[src/rtl/alu_pkg.sv]
package alu_pkg;

    localparam int OP_W = 4;

    typedef enum logic [OP_W-1:0] {
        OP_ADD  = 4'd0,
        OP_ADC  = 4'd1,
        OP_SUB  = 4'd2,
        OP_SBB  = 4'd3,
        OP_NEG  = 4'd4,
        OP_PASS = 4'd5,
        OP_AND  = 4'd6,
        OP_OR   = 4'd7,
        OP_XOR  = 4'd8,
        OP_NOT  = 4'd9,
        OP_SHL  = 4'd10,
        OP_SHR  = 4'd11,
        OP_SAR  = 4'd12,
        OP_RCL  = 4'd13,
        OP_RCR  = 4'd14,
        OP_RSVD = 4'd15
    } alu_op_e;

    typedef enum logic [1:0] {
        CLS_ARITH,
        CLS_LOGIC,
        CLS_SHIFT,
        CLS_NONE
    } op_class_e;

    typedef struct packed {
        logic carry;
        logic ovf;
        logic zero;
        logic neg;
        logic par;
    } status_t;

    function automatic op_class_e classify(alu_op_e op);
        case (op)
            OP_ADD, OP_ADC, OP_SUB, OP_SBB, OP_NEG:          return CLS_ARITH;
            OP_PASS, OP_AND, OP_OR, OP_XOR, OP_NOT:          return CLS_LOGIC;
            OP_SHL, OP_SHR, OP_SAR, OP_RCL, OP_RCR:          return CLS_SHIFT;
            default:                                         return CLS_NONE;
        endcase
    endfunction

    function automatic logic uses_carry_in(alu_op_e op);
        return (op == OP_ADC) || (op == OP_SBB);
    endfunction

    function automatic logic is_subtract(alu_op_e op);
        return (op == OP_SUB) || (op == OP_SBB) || (op == OP_NEG);
    endfunction

endpackage

[src/rtl/alu_arith.sv]
module alu_arith #(
    parameter int W = 8
) (
    input  logic [W-1:0] x,
    input  logic [W-1:0] y,
    input  logic         cin,
    input  logic         sub,
    output logic [W-1:0] res,
    output logic         cout,
    output logic         ovf
);
    localparam int MSB = W - 1;

    logic [W:0] ext;
    logic [W:0] cin_ext;

    assign cin_ext = {{W{1'b0}}, cin};

    always_comb begin
        if (sub) begin
            ext = {1'b0, x} - {1'b0, y} - cin_ext;
        end else begin
            ext = {1'b0, x} + {1'b0, y} + cin_ext;
        end
        res  = ext[MSB:0];
        cout = ext[W];
        if (sub) begin
            ovf = (x[MSB] != y[MSB]) && (res[MSB] != x[MSB]);
        end else begin
            ovf = (x[MSB] == y[MSB]) && (res[MSB] != x[MSB]);
        end
    end
endmodule

[src/rtl/alu_logic.sv]
module alu_logic
    import alu_pkg::*;
#(
    parameter int W = 8
) (
    input  alu_op_e      op,
    input  logic [W-1:0] a,
    input  logic [W-1:0] b,
    output logic [W-1:0] res
);
    always_comb begin
        case (op)
            OP_PASS: res = a;
            OP_AND:  res = a & b;
            OP_OR:   res = a | b;
            OP_XOR:  res = a ^ b;
            OP_NOT:  res = ~a;
            default: res = '0;
        endcase
    end
endmodule

[src/rtl/alu_shift.sv]
module alu_shift
    import alu_pkg::*;
#(
    parameter int W = 8
) (
    input  alu_op_e      op,
    input  logic [W-1:0] a,
    input  logic         cin,
    output logic [W-1:0] res,
    output logic         cout
);
    localparam int MSB = W - 1;

    logic       left;
    logic       fill;

    always_comb begin
        left = (op == OP_SHL) || (op == OP_RCL);
        case (op)
            OP_SAR:         fill = a[MSB];
            OP_RCL, OP_RCR: fill = cin;
            default:        fill = 1'b0;
        endcase
        if (left) begin
            res  = {a[MSB-1:0], fill};
            cout = a[MSB];
        end else begin
            res  = {fill, a[MSB:1]};
            cout = a[0];
        end
    end
endmodule

[src/rtl/int_alu.sv]
module int_alu
    import alu_pkg::*;
#(
    parameter int WIDTH = 8
) (
    input  logic [WIDTH-1:0] a_i,
    input  logic [WIDTH-1:0] b_i,
    input  logic [3:0]       op_i,
    input  logic             carry_i,
    output logic [WIDTH-1:0] y_o,
    output logic             carry_o,
    output logic             ovf_o,
    output logic             zero_o,
    output logic             neg_o,
    output logic             par_o
);
    localparam int MSB = WIDTH - 1;

    alu_op_e    op;
    op_class_e  cls;

    logic [WIDTH-1:0] ar_x, ar_y, ar_res, lg_res, sh_res;
    logic             ar_cin, ar_cout, ar_ovf, sh_cout;
    logic [WIDTH-1:0] result;
    status_t          st;

    assign op  = alu_op_e'(op_i);
    assign cls = classify(op);

    always_comb begin
        ar_x   = (op == OP_NEG) ? '0  : a_i;
        ar_y   = (op == OP_NEG) ? a_i : b_i;
        ar_cin = uses_carry_in(op) & carry_i;
    end

    alu_arith #(.W(WIDTH)) u_arith (
        .x    (ar_x),
        .y    (ar_y),
        .cin  (ar_cin),
        .sub  (is_subtract(op)),
        .res  (ar_res),
        .cout (ar_cout),
        .ovf  (ar_ovf)
    );

    alu_logic #(.W(WIDTH)) u_logic (
        .op  (op),
        .a   (a_i),
        .b   (b_i),
        .res (lg_res)
    );

    alu_shift #(.W(WIDTH)) u_shift (
        .op   (op),
        .a    (a_i),
        .cin  (carry_i),
        .res  (sh_res),
        .cout (sh_cout)
    );

    always_comb begin
        st = '0;
        case (cls)
            CLS_ARITH: begin
                result   = ar_res;
                st.carry = ar_cout;
                st.ovf   = ar_ovf;
            end
            CLS_LOGIC: result = lg_res;
            CLS_SHIFT: begin
                result   = sh_res;
                st.carry = sh_cout;
            end
            default:   result = '0;
        endcase
        if (cls != CLS_NONE) begin
            st.zero = (result == '0);
            st.neg  = result[MSB];
            st.par  = ^result;
        end
    end

    assign y_o     = result;
    assign carry_o = st.carry;
    assign ovf_o   = st.ovf;
    assign zero_o  = st.zero;
    assign neg_o   = st.neg;
    assign par_o   = st.par;

endmodule

[config.mk]
export PLATFORM = sky130hd
export DESIGN_NAME = int_alu
export DESIGN_NICKNAME = d
export VERILOG_FILES = /design/src/rtl/alu_pkg.sv /design/src/rtl/alu_arith.sv /design/src/rtl/alu_logic.sv /design/src/rtl/alu_shift.sv /design/src/rtl/int_alu.sv
export SDC_FILE = /design/constraint.sdc
export NUM_CORES = 1
export LEC_CHECK = 0
export BUFFER_PORTS_ARGS = -buffer_cell sky130_fd_sc_hd__buf_4
export CAP_MARGIN = 20
export CORE_MARGIN = 4
export CORE_UTILIZATION = 25
export DETAILED_ROUTE_END_ITERATION = 12
export GPL_TIMING_DRIVEN = 0
export PLACE_DENSITY_LB_ADDON = 0.3
export SLEW_MARGIN = 15
export SYNTH_ARGS = -nofsm -noshare
export SYNTH_HDL_FRONTEND = slang
export SYNTH_SLANG_ARGS = --single-unit
[constraint.sdc]
create_clock -name vclk -period 5.24
set_input_delay 0.524 -clock vclk [all_inputs]
set_output_delay 0.524 -clock vclk [all_outputs]
set_load 0.005 [all_outputs]
### Yosys cells after proc, flatten, opt, wreduce, memory -nomap -nowiden

Memory sizes are Yosys's and may differ from the RTL's.
Index checks and enable logic that the tools add are counted.

| word-level totals | value |
|---|---|
| memories | 1 |
| bits in read-only memories | 32 |
| output and inout port bits | 13 |
| register bits | 0 |
| input bits | 21 |
| word-level logic and storage cells | 51 |

| operators by class | value |
|---|---|
| reduce and logical (&&, ||, !) cells | 10 |
| muxes and demuxes | 12 |
| bitwise logic cells | 5 |
| equality and inequality tests | 19 |
| $add $sub $neg | 4 |

Memories:

| name | words | width | rd ports | clocked after Yosys merged registers in | write ports | RTL line | RTL |
|---|---|---|---|---|---|---|---|
| (no name shown) | 16 | 2 | 1 | 0 | 0 | alu_pkg.sv:40 | `case (op)` |

Operator list:

| operator | number |
|---|---|
| 8-bit one-hot mux with 5 select lines | 1 |
| 4-bit equality test, second input constant | 6 |
| 8-bit 2-to-1 mux | 3 |
| 8-bit one-hot mux with 3 select lines | 1 |
| 4-bit by 3-bit equality test with 1-bit output, second input constant | 4 |
| 8-bit by 8-bit adder with 9-bit output | 1 |
| 9-bit by 1-bit adder with 9-bit output | 1 |
| 9-bit 2-to-1 mux | 1 |
| 8-bit by 8-bit subtractor with 9-bit output | 1 |
| 9-bit by 1-bit subtractor with 9-bit output | 1 |
| 8-bit bitwise AND | 1 |
| 4-bit by 2-bit equality test with 1-bit output, second input constant | 2 |
| 8-bit logical NOT | 1 |
| 8-bit inverter | 1 |
| 8-bit bitwise OR | 1 |
| 8-bit XOR reduction | 1 |
| 8-bit XOR | 1 |
| 4-bit by 1-bit equality test with 1-bit output, second input constant | 1 |
| 1-bit logical OR | 4 |
| 1-bit one-hot mux with 2 select lines | 2 |
| 1-bit 2-to-1 mux | 3 |
| 3-bit 2-to-1 mux | 1 |
| 2-bit by 1-bit equality test with 1-bit output, second input constant | 1 |
| 2-bit equality test, second input constant | 1 |
| 7 further kinds | 9 |

### Logic depth before layout (Yosys ltp)

Gate-level depths: netlist of run 1.

| logic depth | value |
|---|---|
| depth in word-level cells | 9 |
| depth in mapped cells | 19 |
| depth with buffers taken out | 17 |

### Modules after synthesis

From an unflattened synthesis of run 1, not the netlist that was laid out.

| unflattened totals | value |
|---|---|
| cell total of the unflattened synthesis | 309 |
| area total of the unflattened synthesis | 2,428.6 sq um |

By module, submodules not included:

| module | times used | cells each | area each (sq um) | seq. area each (sq um) |
|---|---|---|---|---|
| alu_arith | 1 | 133 | 985.9 | 0.0 |
| alu_logic | 1 | 88 | 631.9 | 0.0 |
| int_alu | 1 | 68 | 618.1 | 0.0 |
| alu_shift | 1 | 20 | 192.7 | 0.0 |

### Least setup slack after synthesis of run 1

Ideal clock, no wire load.

| path | value |
|---|---|
| path kind | input-to-output |
| start point | input op_i[3] |
| end point | output par_o |
| buffers on the path | 2 |
| data arrival time | 3.796 ns |
| slack | 0.920 ns |
| data required time | 4.716 ns |
| stages on the path | 17 |
| cells stage by stage | buf_6 nor4b_4 clkbuf_1 o21ai_0 ha_1 inv_1 ha_1 a21oi_1 nand2_1 a41oi_2 mux2i_1 o22ai_2 o221a_2 ha_1 xnor2_1 xnor2_1 nor2_1 |

| between the ends | value |
|---|---|
| longest elaborated chain between the ends | 8 |
| elaborated cells between the ends (all ways) | 37 |
| those cells by class | add/sub (4); eq/ne (16); mux (8); bitwise (1); reduce/logical (7); memory (1) |

RTL lines:

| what | RTL line | RTL |
|---|---|---|
| start: declaration | int_alu.sv:8 | `input logic [3:0] op_i,` |
| 4-bit by 3-bit equality test with 1-bit output (tied with other cells) | alu_pkg.sv:53, int_alu.sv:31, int_alu.sv:32 |  |
| 8-bit 2-to-1 mux (tied with other cells) | int_alu.sv:31 | `ar_x = (op == OP_NEG) ? '0 : a_i;` |
| 8-bit by 8-bit adder with 9-bit output (tied with other cells) | alu_arith.sv:23 | `ext = {1'b0, x} + {1'b0, y} + cin_ext;` |
| 9-bit by 1-bit adder with 9-bit output or 9-bit by 1-bit subtractor with 9-bit output (tied branches) | alu_arith.sv:23, alu_arith.sv:21 |  |
| 9-bit 2-to-1 mux | alu_arith.sv:20 | `if (sub) begin` |
| 8-bit one-hot mux with 3 select lines | int_alu.sv:63 | `case (cls)` |
| 8-bit XOR reduction | int_alu.sv:79 | `st.par = ^result;` |
| 3-bit 2-to-1 mux * | int_alu.sv:76 | `if (cls != CLS_NONE) begin` |
| end: declaration | int_alu.sv:15 | `output logic par_o` |

Mark *: on every way between the ends. The rest lies on a longest branch, timed or not.

### Final worst setup path of run 1

| path | value |
|---|---|
| start point | input op_i[1] |
| end point | output par_o |

Same word-level chain as after synthesis.

==> results_dict.tcl, run 1 <==
set metrics [dict create \
    status "finished, final reports clean" \
    yosysWarnings 0 \
    synth_top_cell_by_area "ha_1" \
    hold_viol 0 \
    ir_worst_vdd_mv 0.0327 \
    dieArea_um2 10100 \
    crit_path_top_delay_cell "nor4b_4" \
    first_pass_iters 6 \
    route.met2.wl_um 3250 \
    fin_crit_sh_pct 91.9 \
    critPathKind "primary input to primary output" \
    port_buffers 32 \
    ctsResizeCount 0 \
    crit_required_ps 4720 \
    syn_inst 308 \
    yosys-top-cells-count "40 x inv_1, 39 x ha_1, 34 x nor2_1" \
    timing.final.ws_setup_ps 426 \
    grt_max_degree 11 \
    path_cells "buf_4, nor4b_4, clkbuf_2, o21ai_0, ha_1, inv_1, ha_1, a21oi_1, nand2_1, a41oi_2, mux2i_1, o22ai_2, o221a_2, ha_1, xnor2_1, xnor2_1, nor2_1, buf_4" \
    slowest_delay_ps 390 \
    pre_cts_ws_ps 217 \
    whs_path_depth 6 \
    n_antenna_cell 0 \
    cap_violations 0 \
    routed_via_density 5.18 \
    dpl.hpwl_um 5570 \
    slew_headroom_pct 65.0 \
    grt.overflow.total 0 \
    cts_hold_buf 0 \
    end_kind "primary output" \
    power.density_nw_per_um2 143 \
    die_y_um 101 \
    place_congestion 0.860 \
    boundaryPins 34 \
    wl_um 6790 \
    design.core.area_um2 8300 \
    met3RoutedLength_um 414 \
    place_inst 445 \
    synth_top_area_share_pct 22.7 \
    p_total_uw 360 \
    synth.distinct_cells 61 \
    rsz0062_at_grt "no" \
    postRouteAntennaNets 0 \
    crit_path_start_kind "primary input" \
    start_util_pct 25.9 \
    p_leak_uw 0.00122 \
    drive_gt1_share_pct 15.9 \
    drc 0 \
    top_layer_used "met4" \
    syn_nets 372 \
    synth.cell_area_um2 2150 \
    num_vias 2304 \
    min_period_ps 4810 \
    grt_pass1_vias 2225 \
    area_growth_pct 17.4 \
    tightest_slew_ps 525 \
    cts.repair_timing.setup_buffer_count 0 \
    chipWidth_um 101 \
    seq_cells 0 \
    finalMaxSlewViolations 0 \
    grt_first_pass_wirelength_um 10900 \
    seqCellArea_um2 0 \
    grt.total_usage_pct 13.1 \
    cp.arrival_ps 4290 \
    holdCritPathClass "primary input to primary output" \
    antenna_found_initial 0 \
    ys_seq_area_share_pct 0 \
    wire_per_inst_um 15.3 \
    finalSetupTns_ps 0 \
    utilization_pct 30.4 \
    synthTopCellsByArea "ha_1 23%, inv_1 7.0%, nor2_1 5.9%" \
    clockBufferCount 0 \
    fin_cells 445 \
    fmax_mhz 208 \
    yosysMostFrequentCell "inv_1" \
    drt_iter0_drc 124 \
    finalSetupViolCount 0 \
    rows 33 \
    cpMostUsedCell "ha_1" \
    crit_fanout 10 \
    synth.avg_cell_area_um2 6.98 \
    wl_met1_um 3070 \
    final_nets 406 \
]
[per-layer routing]
layer / vias to the layer above / global-route usage, %
li1: 1152 / -
met1: 1086 / 17.7
met2: 62 / 24.0
met3: 4 / 0.138
met4: 0 / 1.35
met5: - / 0
[cells in the final DEF (no fill, tap or decap), types with 6 or more instances in the layout]
master,instances
inv_1,40
o21ai_0,18
a21oi_1,17
a22o_1,6
buf_4,33
xnor2_1,10
a221o_1,6
ha_1,39
nand2_1,33
nor2_1,34
mux2i_1,9
clkbuf_1,6
[stage by stage]
stage                     instance area [um^2]  hold WS, ps
final                                     2520         1570
after global routing                      2520         1620
after CTS                                 2520         1570
after detailed placement                  2520         1580
after global placement                    2520         1580
after floorplan                           2150         1270
[final timing paths]
path,to,startpoint
worst max-delay path,par_o,op_i[1]
worst min-delay path,y_o[0],a_i[0]
[cell families after synthesis]
group           count (synthesis)  synth area share [%]
mux                            13                  6.81
buf+inv                        57                  10.7
simple gates                   92                  19.8
compound gates                 90                  30.9
xor+xnor                       13                  5.30
fa+ha+maj                      43                  26.4
[worst max-delay path, delay by kind of cell]
kind,cells,cell delay (ps)
buffers and inverters,4,680
adder cells (fa/ha/maj),3,980
AO/OA/AOI/OAI,5,1000
multiplexers,1,250
XOR/XNOR,2,260
AND/OR/NAND/NOR,3,580
[layout make-up]
cell class	count	area, um^2
timing repair buffer	32	240
buffer	16	78.8
multi-input combinational	251	1920
inverter	41	154
tap	105	131
fill	910	5780
[report_power, final]
part	switching (uW)	internal [uW]	leakage, uW	total (uW)
combinational	193	167	0.00122	360
sequential	0	0	0	0
clock	0	0	0	0
No activity file was read; power rests on OpenSTA's default activity.
==> run 2: changes to the inputs <==
--- a/config.mk
+++ b/config.mk
@@ -5,7 +5,7 @@
 export SDC_FILE = /design/constraint.sdc
 export NUM_CORES = 1
 export LEC_CHECK = 0
-export BUFFER_PORTS_ARGS = -buffer_cell sky130_fd_sc_hd__buf_4
+export BUFFER_PORTS_ARGS = -buffer_cell sky130_fd_sc_hd__buf_2
 export CAP_MARGIN = 20
 export CORE_MARGIN = 4
 export CORE_UTILIZATION = 25
==> results_dict.tcl, run 2 (same netlist as run 1, synthesis figures left out) <==
set metrics [dict create \
    status "finished, final reports clean" \
    ir_worst_vdd_mv 0.0274 \
    critPathKind "primary input to primary output" \
    worstHoldEndpoint "y_o[2]" \
    dieArea_um2 10100 \
    holdCritPathClass "primary input to primary output" \
    finalSetupViolCount 0 \
    crit_required_ps 4720 \
    clockBufferCount 0 \
    final_nets 406 \
    end_kind "primary output" \
    chipWidth_um 101 \
    rows 33 \
    tightest_slew_ps 514 \
    layout_common_cells "40 x inv_1, 39 x ha_1, 36 x buf_2, 34 x nor2_1, 33 x nand2_1" \
    p_switching_uw 190 \
    p_clk_share_pct 0 \
    area_growth_pct 13.7 \
    n_antenna_cell 0 \
    design.core.area_um2 8300 \
    port_buffers 32 \
    grt_max_degree 11 \
    seqCellArea_um2 0 \
    antenna_found_initial 0 \
    rsz0062_at_grt "no" \
    finalSetupTns_ps 0 \
    whs_path_depth 5 \
    layout.cells.most_common "inv_1" \
    drive_gt1_share_pct 15.9 \
    routed_via_density 5.04 \
    place_congestion 0.855 \
    crit_fanout 10 \
    worstHoldStart "op_i[3]" \
    combPwrFrac_pct 100.0 \
    hold_viol 0 \
    min_period_ps 4810 \
    fmax_mhz 208 \
    postRouteAntennaNets 0 \
    pwr-share-seq_pct 0 \
    fin_crit_sh_pct 91.7 \
    drt_iter0_drc 104 \
    fill_cells 926 \
    multi_input_area_um2 1920 \
    switching_share_pct 55.8 \
    grt_pass1_vias 2217 \
    boundaryPins 34 \
    slew_headroom_pct 65.7 \
    wire_per_inst_um 15.0 \
    crit_path_start_kind "primary input" \
    grt.overflow.total 0 \
    finalMaxSlewViolations 0 \
    grt.total_usage_pct 13.3 \
    p_leak_uw 0.00120 \
    start_util_pct 25.9 \
    p_int_uw 150 \
    drc 0 \
    first_pass_iters 5 \
    dpl.hpwl_um 5590 \
    die_y_um 101 \
    p_total_uw 340 \
    cp.arrival_ps 4280 \
    num_vias 2245 \
    grt_first_pass_wirelength_um 11100 \
    wl_um 6690 \
    cap_violations 0 \
    seq_cells 0 \
    power.density_nw_per_um2 139 \
    utilization_pct 29.4 \
]
-- run 2: changes by cell type in the layout (fill, tap and decap cells not counted) --
cell,previous run,this run
buf_4,33,1
buf_2,4,36
-- run 2: repair_timing --
action | in CTS | in global routing
resized for setup | 0 | 4
hold buffers | 0 | 0
setup buffers | 0 | 0
endpoints found under the hold margin | 0 | 0
endpoints found under the setup margin | 0 | 1
-- run 2: final cells by class --
cell class,count,share of cell area [%]
Multi-Input combinational cell,251,78.5
Tap cell,105,5.38
Timing Repair Buffer,32,6.56
Inverter,41,6.30
Buffer,16,3.23
-- run 2: power by group through the flow --
stage | combinational [uW] | clock [uW] | sequential, uW
CTS | 343 | 0 | 0
finish | 340 | 0 | 0
floorplan | 241 | 0 | 0
global route | 382 | 0 | 0
detailed placement | 341 | 0 | 0
global placement | 338 | 0 | 0
-- run 2: worst max-delay path, cell delays in order --
cell and delay (ps):
buf_2 150, nor4b_4 410, clkbuf_2 300, o21ai_0 150, ha_1 320, inv_1 90
ha_1 380, a21oi_1 150, nand2_1 70, a41oi_2 240, mux2i_1 240, o22ai_2 150
o221a_2 300, ha_1 290, xnor2_1 140, xnor2_1 120, nor2_1 110, buf_2 130
-- run 2: how the worst max path moves through the flow --
stage,startpoint,endpoint,slack (ps),cells after the start
floorplan,op_i[3],par_o,920,17
global placement,op_i[1],par_o,210,18
detailed placement,op_i[1],par_o,220,18
CTS,op_i[1],par_o,220,18
global route,op_i[1],par_o,120,17
finish,op_i[1],par_o,430,18
-- run 2: routing by layer --
metal | wire length (um) | track usage (%)
met5 | 0 | 0
met4 | 127 | 2.38
met3 | 340 | 0.277
met2 | 3210 | 24.1
met1 | 3010 | 17.8
-- run 2: metrics by stage --
| step | instance area [um^2] | worst slack (ps) | instances | hold slack, ps |
|---|---|---|---|---|
| after global placement | 2440 | 211 | 445 | 1570 |
| final | 2440 | 432 | 445 | 1580 |
| after global routing | 2440 | 119 | 445 | 1620 |
| after CTS | 2440 | 217 | 445 | 1580 |
| after detailed placement | 2440 | 222 | 445 | 1580 |
| after floorplan | 2150 | 920 | 308 | 1270 |
